--- config.mk ---
export PLATFORM = sky130hd
export DESIGN_NAME = a429_tx
export DESIGN_NICKNAME = d
export VERILOG_FILES = /design/src/rtl/a429_tx.sv
export SDC_FILE = /design/constraint.sdc
export NUM_CORES = 1
export LEC_CHECK = 0
export BUFFER_PORTS_ARGS = -buffer_cell sky130_fd_sc_hd__buf_4
export CAP_MARGIN = 20
export CORE_MARGIN = 2
export CORE_UTILIZATION = 30
export CTS_CLUSTER_SIZE = 20
export DETAILED_ROUTE_END_ITERATION = 7
export GPL_ROUTABILITY_DRIVEN = 0
export GPL_TIMING_DRIVEN = 0
export HOLD_SLACK_MARGIN = 0.12
export PLACE_DENSITY = 0.48
export SYNTH_ARGS = -nofsm -noshare
export SYNTH_HDL_FRONTEND = slang
export SYNTH_SLANG_ARGS = --single-unit
export TNS_END_PERCENT = 50
--- constraint.sdc ---
create_clock -name clk -period 4 [get_ports clk]
set_input_delay 0.8 -clock clk [delete_from_list [all_inputs] [get_ports clk]]
set_output_delay 0.8 -clock clk [all_outputs]
set_load 0.005 [all_outputs]
--- src/rtl/a429_tx.sv ---
module a429_tx #(
  parameter int DEPTH   = 32,
  parameter int HI_HALF = 5,
  parameter int HI_GAP  = 40,
  parameter int LO_HALF = 40,
  parameter int LO_GAP  = 320
) (
  input  logic        clk,
  input  logic        rst_n,
  input  logic        wr_en,
  input  logic [31:0] wr_data,
  input  logic        tx_enable,
  input  logic        high_speed,
  input  logic        parity_on,
  input  logic        parity_even,
  output logic        line_pos,
  output logic        line_neg,
  output logic        tx_ready,
  output logic        queue_full
);
  localparam int AW   = (DEPTH > 1) ? $clog2(DEPTH) : 1;
  localparam int TM1  = (HI_HALF > HI_GAP) ? HI_HALF : HI_GAP;
  localparam int TM2  = (LO_HALF > LO_GAP) ? LO_HALF : LO_GAP;
  localparam int TMAX = (TM1 > TM2) ? TM1 : TM2;
  localparam int CW   = $clog2(TMAX + 1);

  typedef enum logic [1:0] {S_IDLE, S_DATA, S_NULL, S_GAP} st_t;

  st_t            st;
  logic [CW-1:0]  tmr;
  logic [4:0]     bit_idx;
  logic [31:0]    word_q;
  logic [31:0]    mem [DEPTH];
  logic [AW-1:0]  wp, rp;
  logic [AW:0]    q_count;

  wire [CW-1:0] half_m1 = high_speed ? CW'(HI_HALF - 1) : CW'(LO_HALF - 1);
  wire [CW-1:0] gap_m1  = high_speed ? CW'(HI_GAP - 1)  : CW'(LO_GAP - 1);

  wire q_empty = (q_count == '0);
  wire push    = wr_en && (q_count != (AW+1)'(DEPTH));
  wire at_edge = (st == S_IDLE) || (st == S_GAP && tmr == '0);
  wire fetch   = tx_enable && !q_empty && at_edge;
  wire in_idle = (st == S_IDLE);

  wire par_bit = (^word_q[30:0]) ^ ~parity_even;
  wire cur_bit = (parity_on && bit_idx == 5'd31) ? par_bit : word_q[bit_idx];

  assign line_pos   = (st == S_DATA) && cur_bit;
  assign line_neg   = (st == S_DATA) && !cur_bit;
  assign tx_ready   = q_empty && (st == S_IDLE || st == S_GAP);
  assign queue_full = (q_count == (AW+1)'(DEPTH));

  always_ff @(posedge clk) begin
    if (push) mem[wp] <= wr_data;
  end

  always_ff @(posedge clk or negedge rst_n) begin
    if (!rst_n) begin
      wp      <= '0;
      rp      <= '0;
      q_count <= '0;
    end else begin
      if (push) wp <= (wp == AW'(DEPTH - 1)) ? '0 : wp + 1'b1;
      if (fetch) rp <= (rp == AW'(DEPTH - 1)) ? '0 : rp + 1'b1;
      if (push && !fetch)      q_count <= q_count + 1'b1;
      else if (fetch && !push) q_count <= q_count - 1'b1;
    end
  end

  always_ff @(posedge clk or negedge rst_n) begin
    if (!rst_n) begin
      st      <= S_IDLE;
      tmr     <= '0;
      bit_idx <= '0;
      word_q  <= '0;
    end else begin
      unique case (st)
        S_IDLE: if (fetch) begin
          word_q  <= mem[rp];
          bit_idx <= '0;
          tmr     <= half_m1;
          st      <= S_DATA;
        end
        S_DATA: if (tmr == '0) begin
          tmr <= half_m1;
          st  <= S_NULL;
        end else tmr <= tmr - 1'b1;
        S_NULL: if (tmr == '0) begin
          if (bit_idx == 5'd31) begin
            tmr <= gap_m1;
            st  <= S_GAP;
          end else begin
            bit_idx <= bit_idx + 1'b1;
            tmr     <= half_m1;
            st      <= S_DATA;
          end
        end else tmr <= tmr - 1'b1;
        S_GAP: if (tmr == '0) begin
          if (fetch) begin
            word_q  <= mem[rp];
            bit_idx <= '0;
            tmr     <= half_m1;
            st      <= S_DATA;
          end else st <= S_IDLE;
        end else tmr <= tmr - 1'b1;
        default: st <= S_IDLE;
      endcase
    end
  end
endmodule

# --- Word level (Yosys, flattened, before mapping) ---
# Memories as Yosys holds them, arrays and structs flattened.
# Cells that the tools add are included.
word_totals:
  reg_bits: 64
  latchBits: 0
  ram_bits: 1024
  mem_bits_ro: 0
  input_bits: 39
  out_inout_bits: 4
  elab_cells: 88
  n_memories: 1
mem_list:
  columns: ["memory", "depth", "width", "read_ports", "rd_clocked_by_memory_dff", "write_ports", "line_no", "source"]
  rows:
  - ["mem", 32, 32, 1, 0, 1, "33", "logic [31:0] mem [DEPTH];"]
classes:
  add_sub_neg: 6
  n_mul: 0
  n_div: 0
  n_lt_le_gt_ge: 1
  eq_ne: 13
  n_shift: 0
  mux: 32
  bitwise: 2
  reduce_logical: 26
op_table:
  columns: ["cell", "n"]
  rows:
  - ["32-bit two-way mux", 2]
  - ["32-bit case mux with 2 select lines", 1]
  - ["9-bit two-way mux", 6]
  - ["9-bit case mux with 4 select lines", 1]
  - ["31-bit parity", 1]
  - ["5-bit two-way mux", 6]
  - ["6-bit two-way mux", 3]
  - ["5-bit by 1-bit adder with 5-bit output (second input constant)", 3]
  - ["5-bit == test (second input constant)", 3]
  - ["5-bit case mux with 3 select lines", 1]
  - ["1-bit logical AND", 10]
  - ["2-bit two-way mux", 5]
  - ["9-bit zero test", 1]
  - ["9-bit by 1-bit subtractor with 9-bit output (second input constant)", 1]
  - ["2-bit case mux with 4 select lines", 1]
  - ["4-bit AND reduction", 2]
  - ["6-bit by 1-bit adder with 6-bit output (second input constant)", 1]
  - ["6-bit == test (second input constant)", 1]
  - ["6-bit zero test", 1]
  - ["5-bit by 6-bit less-than comparator with 1-bit output (second input constant)", 1]
  - ["2-bit inequality test (second input constant)", 3]
  - ["6-bit inequality test (second input constant)", 1]
  - ["6-bit by 1-bit subtractor with 6-bit output (second input constant)", 1]
  - ["1-bit binary-select mux with 5-bit select", 1]
  - ["12 further kinds", 23]

# --- Depth between registers and ports, before layout ---
logic_depth:
  ltp_word: 7
  mapped_depth: 16
  mapped_depth_nobuf: 15

# --- Worst setup path after synthesis ---
# OpenSTA, ideal clock, no wires.
synth_path:
  kind: "register to register"
  from: "reg q_count[1]"
  to: "reg q_count[5]"
  setup_ns: 0.080
  arrival_ns: 3.103
  required_time_ns: 3.920
  slack_ns: 0.817
  stages_incl_launch_ff: 15
  synth_period_minus_slack_ns: 3.183
  path_cell_list: "dfrtp_1 > or4_1 > o31ai_2 > nor2_1 > inv_2 > buf_2 > ha_1 > inv_1 > ha_1 > a21o_1 > a21oi_1 > o21bai_1 > a21oi_1 > mux2i_1 > xnor2_1"
synth_between:
  elab_chain_len: 7
synth_rtl:
  columns: ["element", "line_no", "source"]
  rows:
  - ["from (decl)", "35", "logic [AW:0] q_count;"]
  - ["from (signal assigned)", "66", "if (push && !fetch) q_count <= q_count + 1'b1;"]
  - ["from (signal assigned)", "67", "else if (fetch && !push) q_count <= q_count - 1'b1;"]
  - ["parallel branches: the longest is 7 deep, another holds 6-bit by 1-bit subtractor with 6-bit output", null, null]
# Parallel ways; which one is timed is not known. The select of a mux whose other input is x is not followed.
# A chain may end at the register's enable or synchronous reset.

# --- Worst setup path in the final report ---
layout_path:
  from: "reg bit_idx[0]"
  to: "out line_pos"
layout_between:
  elab_chain_len: 4
layout_rtl:
  columns: ["element", "line_no", "source"]
  rows:
  - ["from (decl)", "31", "logic [4:0] bit_idx;"]
  - ["from (signal assigned)", "94", "bit_idx <= bit_idx + 1'b1;"]
  - ["1-bit binary-select mux with 5-bit select / 5-bit == test (equally long branches)", "47", "wire cur_bit = (parity_on && bit_idx == 5'd31) ? par_bit : word_q[bit_idx];"]
  - ["1-bit two-way mux (implied by the code) / 1-bit logical AND (equally long branches)", "47", null]
  - ["1-bit two-way mux *", "47", null]
  - ["1-bit logical AND *", "49", "assign line_pos = (st == S_DATA) && cur_bit;"]
  - ["to (decl)", "16", "output logic line_pos,"]
# Every way passes the cells marked *; elsewhere a longest branch is shown, timed or not. The select of a mux whose other input is x is not followed.

==> metrics list <==
- Setup violations remaining at the end of the flow were counted as 0.
- Subtracting the final worst setup slack from the clock period gives 3.95 ns.
- For this block, the routed nets add up to 113000 um of wire.
* Overflow left after global routing: 0
- The min-delay analysis places its worst path in the category input pin to asynchronous set/reset pin.
* Cell count after synthesis: 1894
- Measured against the total synthesized area, the mux share comes to 18.2%.
- Total via count after detailed routing: 20400
- Summed over all cells, the static leakage comes to 0.0154 uW.
* Global-route wire length before repair: 160000 um
- The repair_antennas step left the layout with diodes totalling 0.
- Clock Skews: 0.0243 ns
* Post-synthesis register bit count: 1088
- Pin count of the biggest net entering global routing: 65
- Share of synthesized flip-flops with an asynchronous set or reset: 5.88%
- In the routed design, unresolved DRC markers number 0.
* Maximum Capacitance Violations: 0
* Adder and majority gate portion of the synthesized area: 0.663%
- In the final layout, the share of cells above drive strength 1 is 30.8%.
- STA classifies the critical path startpoint as a flop.
- From synthesis to final layout, the design area changed by 18.0%.
- The synthesized netlist devotes 1.76% of its cell area to simple gates.
- Clock-pin slew was measured on the worst setup and hold paths at 0.06 ns.
- In this run the cell area of the synthesized design comes to 42600 um^2.
* Normalized max-slew margin: 22.0%
- Derived from the worst setup path, the maximum achievable clock frequency is 0.253 GHz.
- Drt wl/cell: 27.5 um
- The synthesized netlist devotes 1.52% of its cell area to compound gates.
- The commonest cells after synthesis are sky130_fd_sc_hd__edfxtp_1 (1024), sky130_fd_sc_hd__mux4_2 (328), sky130_fd_sc_hd__nor2_1 (85), sky130_fd_sc_hd__dfrtp_1 (64), sky130_fd_sc_hd__a21oi_1 (48).
* Power after layout: 25300 uW
- For this block, the initial DRC count from the detailed router was 1642.
* Power per unit of standard cell area: 503 nW/um^2
- Final-report hold violation count: 0
- At the later pin of the worst-skew pair, clock insertion delay measures 0.73 ns.
- Post-Syn Area per Cell: 22.5 um^2
- Top_reg_cell synth: sky130_fd_sc_hd__edfxtp_1
- The longest clock path from root to sink contains 3 buffers.
- Summing all flip-flop and latch instances after layout gives 32400 um^2.
- Die Width: 381 um
- Once the floorplan was initialized, standard cells occupied 30.2% of the core.
* Floorplan row count: 138
- Along the worst path, the maximum fanout reaches 7.
- Number of vias per cell: 4.98
- The die is 381 um tall.
* Count leader, synth: sky130_fd_sc_hd__edfxtp_1
* Area of the multi-input gates: 10100 um^2
- In this run the remaining antenna-violating nets after routing total 0.
- Sinks on Clock Net: 1088
- Number of buffers created by CTS: 116
* R2r worst-path depth: 7
- DP Wirelength: 74300 um
* Number of enable flip-flop cells after synthesis: 1024
- Arrival @ worst endpoint: 3.15 ns
* Syn. warnings: 0
- Worst setup slack for register-to-register paths: 0.06 ns
* Post-route clock period utilization: 98.7%
- Number of global-route vias before repair: 21400
- The tree is rooted in a sky130_fd_sc_hd__clkbuf_16.
- The critical path is of the flop to primary output type.
* Library cells used by synthesis: 58
- The floorplan step defined a core boundary enclosing 141000 um^2.
- In the global route stage, overall resource usage came out at 15.6%.
- The count of final max-slew check failures is 0.
- Largest family of logic cells by synthesized area: multiplexers
- Crit. Startpoint: bit_idx[0]$_DFFE_PN0P_
* R2R Path Start: rp[1]$_DFFE_PN0P_
- When the netlist entered floorplanning its net count stood at 1955.
* Leading area contributor after synthesis: sky130_fd_sc_hd__edfxtp_1
- Critical Path End Type: primary output
* Slew at the pin closest to its max-slew limit: 1.17 ns
- In this run the count of I/O pins placed on the die edge is 43.
- Die outline area: 145000 um^2
* Final #Nets: 2164
- FILL cells: 13100
- Sorting the synthesized cells by area gives the leading types as sky130_fd_sc_hd__edfxtp_1 (72%), sky130_fd_sc_hd__mux4_2 (17%), sky130_fd_sc_hd__dfrtp_1 (3.8%).
- Across the VDD grid, the largest voltage drop is 315 uV.
* Hold slack: 0.214 ns
- During placement, the flow inserted port buffers numbering 42.
- Data required, critical path: 3.20 ns
- The run finished with clean final reports.
* Capturing point of the worst reg2reg path: word_q[13]$_DFFE_PN0P_
- Share of the synthesized area in the top cell type: 72.1%
* Clock tree from TritonCTS: done
- The H-tree was split into 3 levels.
- The synthesized netlist devotes 0.801% of its cell area to XOR and XNOR gates.
* Total iterations of the first detailed-routing run: 7
- Number of antenna violations at the first check in global routing: 0
- RSZ-0062 raised after global routing: yes
* Sequential share of the synthesized area: 75.9%
-- worst max path at each step --
stage                             endpoint
floorplan           q_count[5]$_DFFE_PN0P_
global placement       mem[7][6]$_DFFE_PP_
detailed placement  word_q[13]$_DFFE_PN0P_
CTS                               line_pos
global route                      line_pos
finish                            line_pos
-- critical path, cell delays in order, from the launching register on --
cell and delay [ns]:
sky130_fd_sc_hd__dfrtp_2 0.48, sky130_fd_sc_hd__buf_12 0.17, sky130_fd_sc_hd__mux4_2 0.50, sky130_fd_sc_hd__mux4_2 0.59, sky130_fd_sc_hd__nor2_2 0.14, sky130_fd_sc_hd__a21oi_2 0.07
sky130_fd_sc_hd__nor2b_4 0.15, sky130_fd_sc_hd__a41o_1 0.22, sky130_fd_sc_hd__buf_6 0.12
-- metrics by stage --
step | area [um^2] | setup TNS [ns] | utilization (%) | instances | worst slack [ns]
after CTS | 50200 | -0.0186 | 35.6 | 4089 | -0.0186
after floorplan | 42600 | 0 | - | 1894 | 0.817
after detailed placement | 46400 | 0 | 32.9 | 3871 | 0.0594
after global placement | 45300 | -1660.94 | 32.1 | 3826 | -1.87
after global routing | 50300 | -0.143 | 35.6 | 4091 | -0.0667
final | 50300 | 0 | 35.6 | 4091 | 0.0504
-- cell usage in the layout (no fill, tap or decap), types with 4 or more instances in the layout --
cell type / count
sky130_fd_sc_hd__a21o_1: 5
sky130_fd_sc_hd__a21oi_1: 47
sky130_fd_sc_hd__and3_1: 4
sky130_fd_sc_hd__buf_1: 17
sky130_fd_sc_hd__buf_12: 33
sky130_fd_sc_hd__buf_16: 4
sky130_fd_sc_hd__buf_2: 34
sky130_fd_sc_hd__buf_4: 45
sky130_fd_sc_hd__buf_8: 9
sky130_fd_sc_hd__bufinv_16: 8
sky130_fd_sc_hd__clkbuf_1: 63
sky130_fd_sc_hd__clkbuf_16: 119
sky130_fd_sc_hd__clkbuf_8: 11
sky130_fd_sc_hd__clkinv_1: 26
sky130_fd_sc_hd__clkinv_2: 27
sky130_fd_sc_hd__dfrtp_1: 63
sky130_fd_sc_hd__edfxtp_1: 1024
sky130_fd_sc_hd__ha_1: 21
sky130_fd_sc_hd__inv_1: 14
sky130_fd_sc_hd__mux2i_1: 35
sky130_fd_sc_hd__mux4_2: 328
sky130_fd_sc_hd__nand2_1: 31
sky130_fd_sc_hd__nand3_1: 6
sky130_fd_sc_hd__nand3b_1: 4
sky130_fd_sc_hd__nor2_1: 51
sky130_fd_sc_hd__nor2_4: 32
sky130_fd_sc_hd__nor2b_1: 5
sky130_fd_sc_hd__nor3_1: 7
sky130_fd_sc_hd__o21ai_0: 16
sky130_fd_sc_hd__o22ai_1: 4
sky130_fd_sc_hd__or3_1: 5
sky130_fd_sc_hd__xnor2_1: 34
sky130_fd_sc_hd__xor2_1: 5
-- cells by family (layout without fill, tap and decap cells) --
family	count (synthesis)	count (layout)
xor+xnor	39	39
compound gates	104	104
mux	366	366
flops	1088	1088
fa+ha+maj	22	22
simple gates	161	161
buf+inv	114	421
-- state kept, by name, indices dropped and copies added (netlist names) --
register,cells
wp,5
rp,5
q_count,6
mem,1024
st,2
bit_idx,5
tmr,9
word_q,32
-- area by class of cell --
type / count / share of cell area (%)
sequential: 1088 / 64.4
multi-input combinational: 692 / 20.0
clock buffer: 149 / 6.37
tap: 1890 / 4.70
timing repair buffer: 92 / 2.49
clock inverter: 67 / 1.11
buffer: 97 / 0.849
inverter: 16 / 0.119
-- layer usage --
| metal | GRT usage, % | vias up | wire, um |
|---|---|---|---|
| met5 | 0 | - | 0 |
| li1 | - | 8417 | - |
| met1 | 21.6 | 11300 | 50000 |
| met3 | 2.54 | 173 | 5140 |
| met4 | 4.41 | 0 | 2650 |
| met2 | 25.4 | 542 | 54900 |
-- power breakdown --
group	leakage, uW	switching, uW	internal (uW)
clock	0.00186	4450	6140
combinational	0.00348	1050	456
sequential	0.0101	147	13000
-- repair_timing --
item | 4_1_cts | 5_1_grt
hold buffers | 0 | 0
setup buffers | 3 | 1
pin swaps | 1 | 1
setup endpoints to repair | 2 | 4
resized for setup | 9 | 5
Power figures use the tool's default switching activity.
